## src/rtl/spdif_tx_pkg.sv

```systemverilog
package spdif_tx_pkg;

    localparam int SLOTS_PER_SUB   = 32;
    localparam int HALVES_PER_FRM  = 4 * SLOTS_PER_SUB;
    localparam int HC_W            = $clog2(HALVES_PER_FRM);
    localparam int WORD_W          = 24;

    typedef enum logic [1:0] {
        SYNC_BLOCK = 2'd0,
        SYNC_LEFT  = 2'd1,
        SYNC_RIGHT = 2'd2
    } sync_kind_t;

    typedef struct packed {
        logic              fmt16;
        logic [WORD_W-1:0] left;
        logic [WORD_W-1:0] right;
    } pcm_pair_t;

    // Sync pattern for preceding level 0, bit 7 is sent first.
    function automatic logic [7:0] sync_pattern(sync_kind_t k);
        case (k)
            SYNC_BLOCK: return 8'b1110_1000;
            SYNC_LEFT:  return 8'b1110_0010;
            default:    return 8'b1110_0100;
        endcase
    endfunction

    // Field bit i goes to slot 4+i.
    function automatic logic [WORD_W-1:0] place_word(logic [WORD_W-1:0] s, logic fmt16);
        return fmt16 ? {s[15:0], 8'h00} : s;
    endfunction

endpackage

```

## src/rtl/spdif_frame_timer.sv

```systemverilog
module spdif_frame_timer
    import spdif_tx_pkg::*;
#(
    parameter int CLK_PER_HALF = 2,
    parameter int FRAMES       = 192
) (
    input  logic                       clk,
    input  logic                       rst,
    output logic                       tick,
    output logic [HC_W-1:0]            hc_next,
    output logic [$clog2(FRAMES)-1:0]  frame_q,
    output logic [$clog2(FRAMES)-1:0]  frame_next
);
    localparam int PW = (CLK_PER_HALF > 1) ? $clog2(CLK_PER_HALF) : 1;
    localparam int FW = $clog2(FRAMES);
    localparam logic [PW-1:0]   PH_LAST  = PW'(CLK_PER_HALF - 1);
    localparam logic [HC_W-1:0] HC_LAST  = HC_W'(HALVES_PER_FRM - 1);
    localparam logic [FW-1:0]   FRM_LAST = FW'(FRAMES - 1);

    logic [PW-1:0]   phase_q;
    logic [HC_W-1:0] hc_q;

    assign tick       = (phase_q == PH_LAST);
    assign hc_next    = hc_q + 1'b1;
    assign frame_next = (hc_q != HC_LAST) ? frame_q :
                        (frame_q == FRM_LAST) ? '0 : frame_q + 1'b1;

    always_ff @(posedge clk) begin
        if (rst) begin
            phase_q <= PH_LAST;
            hc_q    <= HC_LAST;
            frame_q <= FRM_LAST;
        end else begin
            phase_q <= tick ? '0 : phase_q + 1'b1;
            if (tick) begin
                hc_q    <= hc_next;
                frame_q <= frame_next;
            end
        end
    end
endmodule

```

## src/rtl/spdif_subframe_build.sv

```systemverilog
module spdif_subframe_build
    import spdif_tx_pkg::*;
(
    input  pcm_pair_t   pcm,
    input  logic        right_sub,
    input  logic        block_start,
    input  logic        cs_bit,
    output logic [31:0] word,
    output sync_kind_t  kind
);
    logic [WORD_W-1:0] field;

    always_comb begin
        field     = place_word(right_sub ? pcm.right : pcm.left, pcm.fmt16);
        word      = '0;
        word[27:4] = field;
        word[28]  = 1'b0;
        word[29]  = 1'b0;
        word[30]  = cs_bit;
        word[31]  = ^word[30:4];
        if (right_sub)        kind = SYNC_RIGHT;
        else if (block_start) kind = SYNC_BLOCK;
        else                  kind = SYNC_LEFT;
    end
endmodule

```

## src/rtl/spdif_bmc_line.sv

```systemverilog
module spdif_bmc_line
    import spdif_tx_pkg::*;
(
    input  logic            clk,
    input  logic            rst,
    input  logic            tick,
    input  logic [HC_W-1:0] hc_next,
    input  logic [31:0]     word,
    input  sync_kind_t      kind,
    output logic            line
);
    logic       line_q, ref_q, ref_use, nxt;
    logic [5:0] k;
    logic [4:0] slot;
    logic [7:0] pat;

    assign k       = hc_next[5:0];
    assign slot    = k[5:1];
    assign pat     = sync_pattern(kind);
    assign ref_use = (k == 6'd0) ? line_q : ref_q;

    always_comb begin
        if (k < 6'd8)      nxt = pat[~k[2:0]] ^ ref_use;
        else if (!k[0])    nxt = ~line_q;
        else               nxt = word[slot] ? ~line_q : line_q;
    end

    always_ff @(posedge clk) begin
        if (rst) begin
            line_q <= 1'b0;
            ref_q  <= 1'b0;
        end else if (tick) begin
            line_q <= nxt;
            if (k == 6'd0) ref_q <= line_q;
        end
    end

    assign line = line_q;
endmodule

```

## src/rtl/spdif_tx_mux.sv

```systemverilog
module spdif_tx_mux
    import spdif_tx_pkg::*;
#(
    parameter int CLK_PER_HALF = 2,
    parameter int FRAMES       = 192
) (
    input  logic                clk,
    input  logic                rst,
    input  logic                sample_valid,
    input  logic [23:0]         sample_left,
    input  logic [23:0]         sample_right,
    input  logic                fmt16,
    input  logic [FRAMES-1:0]   cs_bits,
    input  logic [1:0]          sel,
    input  logic                bypass_in,
    output logic                tx_out
);
    localparam int FW = $clog2(FRAMES);

    logic            tick, frame_start, line;
    logic [HC_W-1:0] hc_next;
    logic [FW-1:0]   frame_q, frame_next;
    pcm_pair_t       hold_q, act_q;
    logic [FRAMES-1:0] cs_q;
    logic [31:0]     word;
    sync_kind_t      kind;

    spdif_frame_timer #(.CLK_PER_HALF(CLK_PER_HALF), .FRAMES(FRAMES)) u_tim (
        .clk(clk), .rst(rst), .tick(tick), .hc_next(hc_next),
        .frame_q(frame_q), .frame_next(frame_next)
    );

    assign frame_start = tick && (hc_next == '0);

    always_ff @(posedge clk) begin
        if (rst) begin
            hold_q <= '0;
            act_q  <= '0;
            cs_q   <= '0;
        end else begin
            if (sample_valid) begin
                hold_q.left  <= sample_left;
                hold_q.right <= sample_right;
            end
            if (frame_start) begin
                act_q.fmt16 <= fmt16;
                act_q.left  <= hold_q.left;
                act_q.right <= hold_q.right;
                cs_q        <= (frame_next == '0) ? cs_bits : (cs_q >> 1);
            end
        end
    end

    spdif_subframe_build u_build (
        .pcm(act_q), .right_sub(hc_next[6]), .block_start(frame_next == '0),
        .cs_bit(cs_q[0]), .word(word), .kind(kind)
    );

    spdif_bmc_line u_line (
        .clk(clk), .rst(rst), .tick(tick), .hc_next(hc_next),
        .word(word), .kind(kind), .line(line)
    );

    assign tx_out = rst ? 1'b0 : ((sel == 2'b00) ? line : bypass_in);
endmodule

```

## config.mk

```make
export PLATFORM = sky130hd
export DESIGN_NAME = spdif_tx_mux
export DESIGN_NICKNAME = d
export VERILOG_FILES = /design/src/rtl/spdif_tx_pkg.sv /design/src/rtl/spdif_frame_timer.sv /design/src/rtl/spdif_subframe_build.sv /design/src/rtl/spdif_bmc_line.sv /design/src/rtl/spdif_tx_mux.sv
export SDC_FILE = /design/constraint.sdc
export NUM_CORES = 1
export LEC_CHECK = 0
export BUFFER_PORTS_ARGS = -buffer_cell sky130_fd_sc_hd__buf_2
export CORE_MARGIN = 2
export CORE_UTILIZATION = 51
export DETAILED_ROUTE_END_ITERATION = 6
export GPL_TIMING_DRIVEN = 0
export PLACE_DENSITY_LB_ADDON = 0.15
export SYNTH_ARGS = -nofsm -noshare
export SYNTH_HDL_FRONTEND = slang
export SYNTH_SLANG_ARGS = --single-unit
export TNS_END_PERCENT = 1
```

## constraint.sdc

```tcl
create_clock -name clk -period 3.36 [get_ports clk]
set_clock_uncertainty 0.05 [all_clocks]
set_input_delay 0.336 -clock clk [delete_from_list [all_inputs] [get_ports clk]]
set_output_delay 0.336 -clock clk [all_outputs]
set_load 0.01 [all_outputs]
```

==> parameters.txt <==
Parameter                              Value

Worst setup path
  Crit path capture type    register
  Most numerous cell on the critical path    sky130_fd_sc_hd__xnor3_1
  Largest stage delay, worst path    about 0.50 ns
  Required time of the critical path    3.73 ns
  Arrival time worst endpoint    3.82 ns
  Critical Path Start Type    register
  Slowest-stage cell, CP    sky130_fd_sc_hd__xnor3_1
  Max Fanout on Critical Path    10
  Worst setup path category    reg2reg
  Cells along the critical path    buf_4 -> and2_4 -> buf_6 -> buf_8 -> nand2_2 -> nor2_1 -> nor4_4 -> xnor3_1 -> xnor3_1 -> xnor3_1 -> a31oi_1 -> o2111a_1 -> or4_1 -> a31oi_1

STA
  Setup repair after global routing missed its margin    yes
  Post-layout minimum cycle time    between 3 and 4 ns
  Actual transition at the worst max-transition pin    ~1.1 ns
  Part of the cycle the worst path needs    102.6%
  Accumulated negative setup slack    -1.303 ns
  Final hold violations    0
  Smallest setup slack after layout    -0.08789 ns
  Max transition margin    29.43%
  Highest clock rate    290.0 MHz
  Max-slew violation total from the final report    0
  Setup-failing EPs final    51

Finish
  Fraction of the core area covered by cells at the end of the flow    63.14%
  Final standard cell area without fillers    between 0.015 and 0.02 sq mm
  Final instance count without filler cells    2265
  Syn-to-layout area delta    22.06%
  Layout cells sized above 1    21.42%
  Layout Nets    2105

Floorplan
  Die outline area    0.02946 sq mm
  Core Box Area    0.02771 sq mm
  Initial Util    51.73%
  I/O pins    248
  Number of placement rows    61
  Width of the die    ~170 microns
  Floorplan die height    171.6 microns

Clocking
  Clk_lat worst skew    0.51 ns
  Clock-pin slew reported for the worst setup and hold paths after clock tree synthesis    around 0.06 ns
  TritonCTS clock tree    built
  Clock buffer count from CTS    34
  Number of hold buffers added after cts    0
  H-tree depth    2
  Num Clock Sinks    307
  Root Buffer Master    sky130_fd_sc_hd__clkbuf_16
  Bufs on Longest Clock Path    3

Yosys
  Commonest cells in the netlist    307 x sky130_fd_sc_hd__dfxtp_1, 264 x sky130_fd_sc_hd__nor2_1, 254 x sky130_fd_sc_hd__mux2i_1, 198 x sky130_fd_sc_hd__a211oi_1, 128 x sky130_fd_sc_hd__nand2_1
  Proportion of synthesized flip-flops having asynchronous set or reset    0%
  Top flip-flop cell by instance count after synthesis    sky130_fd_sc_hd__dfxtp_1
  Cell type with the largest total area after synthesis    sky130_fd_sc_hd__dfxtp_1
  Synth top area share    42.88%
  Most used standard cell by instance count after synthesis    sky130_fd_sc_hd__dfxtp_1
  Syn avg cell area    9.193 sq um
  Register bit total from synthesis    307
  Instance count of the mapped netlist    1559
  Cells taking the most area after synthesis    sky130_fd_sc_hd__dfxtp_1 43%, sky130_fd_sc_hd__mux2i_1 18%, sky130_fd_sc_hd__a211oi_1 10%, sky130_fd_sc_hd__nor2_1 6.9%, sky130_fd_sc_hd__nand2_1 3.4%
  Number of nets in the synthesized netlist    1810
  Total of warnings raised by yosys    0
  Number of synthesized flops with an enable pin    0
  Number of unique standard cell types used by synthesis    between 60 and 70
  Register area share after synthesis    42.88%
  Post-synthesis instance area    0.01433 sq mm

Route
  Count of nets left with antenna violations after detail routing    0
  Post-detailed-routing wire length    38.87 mm
  Detailed-router iteration count before antenna repair    5
  Initial DRC Count    847
  Vias/cell    5.494
  Vias    12444
  Routed wire per std cell    17.16 microns
  Count of unresolved DRC violations after routing    0

Global routing
  Global-route wire length before repair    61.29 mm
  Maximum number of pins on one net before global-route repair    14
  Initial antenna violation count    15
  GRT overflow    0
  Total Routing Usage GR    roughly 26%
  Via count of the first global-routing pass    11916

Outcome
  Failing checks    negative setup slack
  Result of the run    finished with violations

Placed design
  Total cell area at the placement stage    0.01607 sq mm
  Inst Count DP    2182
  Final GP Congestion    between 0.9 and 1
  Quantity of I/O buffers inserted on ports    approximately 250
  Post-place setup slack    -0.7870 ns
  HPWL after detailed placement    27.64 mm

Power
  Peak VDD IR    455.0 uV
  Static Leak    7.653 nW
  Total power divided by cell area    approximately 540 mW/mm^2

Job
  Max-cap viol count    0

Worst hold path
  Hold WC Path Type    in2reg
## cells in the final DEF (no fill, tap or decap), types with 9 or more instances in the layout
master	netlist	final
sky130_fd_sc_hd__mux2i_1	254	254
sky130_fd_sc_hd__nor3_1	13	11
sky130_fd_sc_hd__xor2_1	9	9
sky130_fd_sc_hd__o21ai_0	21	20
sky130_fd_sc_hd__buf_2	30	249
sky130_fd_sc_hd__buf_4	3	26
sky130_fd_sc_hd__nand2_1	128	127
sky130_fd_sc_hd__a21oi_1	68	67
sky130_fd_sc_hd__clkbuf_1	98	99
sky130_fd_sc_hd__dfxtp_1	307	305
sky130_fd_sc_hd__diode_2	0	10
sky130_fd_sc_hd__a211oi_1	198	196
sky130_fd_sc_hd__nand3_1	12	12
sky130_fd_sc_hd__clkbuf_4	0	17
sky130_fd_sc_hd__nor2_1	264	260
sky130_fd_sc_hd__clkbuf_16	0	36
sky130_fd_sc_hd__nand4_1	9	9
sky130_fd_sc_hd__mux4_2	10	10
sky130_fd_sc_hd__xnor2_1	22	22
## sequential cells by signal (all words and copies together) (netlist names)
name	flops
cs_q	192
u_tim.frame_q	8
u_tim.tick	1
act_q	49
u_line.ref_q	1
hold_q	48
u_tim.hc_q	7
u_line.line	1
## power breakdown
part	switching (mW)	internal (mW)	total, mW
clock network	1.46	2.11	3.57
registers	0.105	3.80	3.90
logic	1.07	0.894	1.96
## logic make-up after synthesis
family / count (synthesis) / synth area share (%)
xor gates and xnor gates: 38 / 3.003
and+or+nand+nor: 465 / 13.59
DFF: 307 / 42.88
AOI/OAI and AO/OA: 333 / 16.27
buffers and inverters: 145 / 4.348
muxes: 267 / 19.55
adders and majority gates: 4 / 0.3492
## final timing paths
check	slack, ns	startpoint	endpoint	cells past startpoint
worst min-delay path	0.008	sample_left[14]	hold_q[38]$_SDFFE_PP0P_	3
worst min register to register	0.40	hold_q[25]$_SDFFE_PP0P_	act_q[25]$_SDFFE_PP0P_	2
worst max register to register	-0.09	u_tim.hc_q[4]$_SDFFE_PP1P_	u_line.line$_SDFFE_PP0P_	14
worst max-delay path	-0.09	u_tim.hc_q[4]$_SDFFE_PP1P_	u_line.line$_SDFFE_PP0P_	14
## per-layer routing
layer / vias up / share of wire (%) / global-route usage (%)
met5: - / 0.18 / 0
met4: 12 / 2.4 / 7.775
met3: 79 / 7.3 / 7.340
met2: 318 / 46 / 40.74
met1: 5821 / 44 / 34.71
li1: 6214 / - / -
## stage by stage
| stage | total power, mW | hold WS [ns] |
|---|---|---|
| floorplan | 5.273 | 0.3812 |
| global placement | 5.725 | 0.3904 |
| detailed placement | 5.748 | 0.3954 |
| CTS | 9.403 | 0.008126 |
| global route | 9.837 | 0.01211 |
| finish | 9.441 | 0.008084 |
## cell type report
type | count | area, sq um
diodes | 10 | 25.02
flip-flops and latches | 307 | 6153
multi-input cells | 1107 | 7699
repair buffers | 260 | 1351
inverters | 7 | 28.78
well taps | 378 | 473.0
fillers | 2413 | 10210
clock inverters | 7 | 41.29
clock buffers | 52 | 1031
plain buffers | 137 | 690.7
## repair_timing
item / CTS / global route
pin swaps: 11 / 7
endpoints found under the setup margin: 242 / 242
buffers inserted: 9 / 6
resized for setup: 37 / 37
## critical path: cells and delay by family (launching register included)
family                    cells  cell delay [ns]
xor gates and xnor gates      3             0.94
AOI/OAI and AO/OA             3             0.51
DFF                           1             0.30
buffers and inverters         3             0.43
and+or+nand+nor               5             1.13
(Power assumes the default switching activity.)
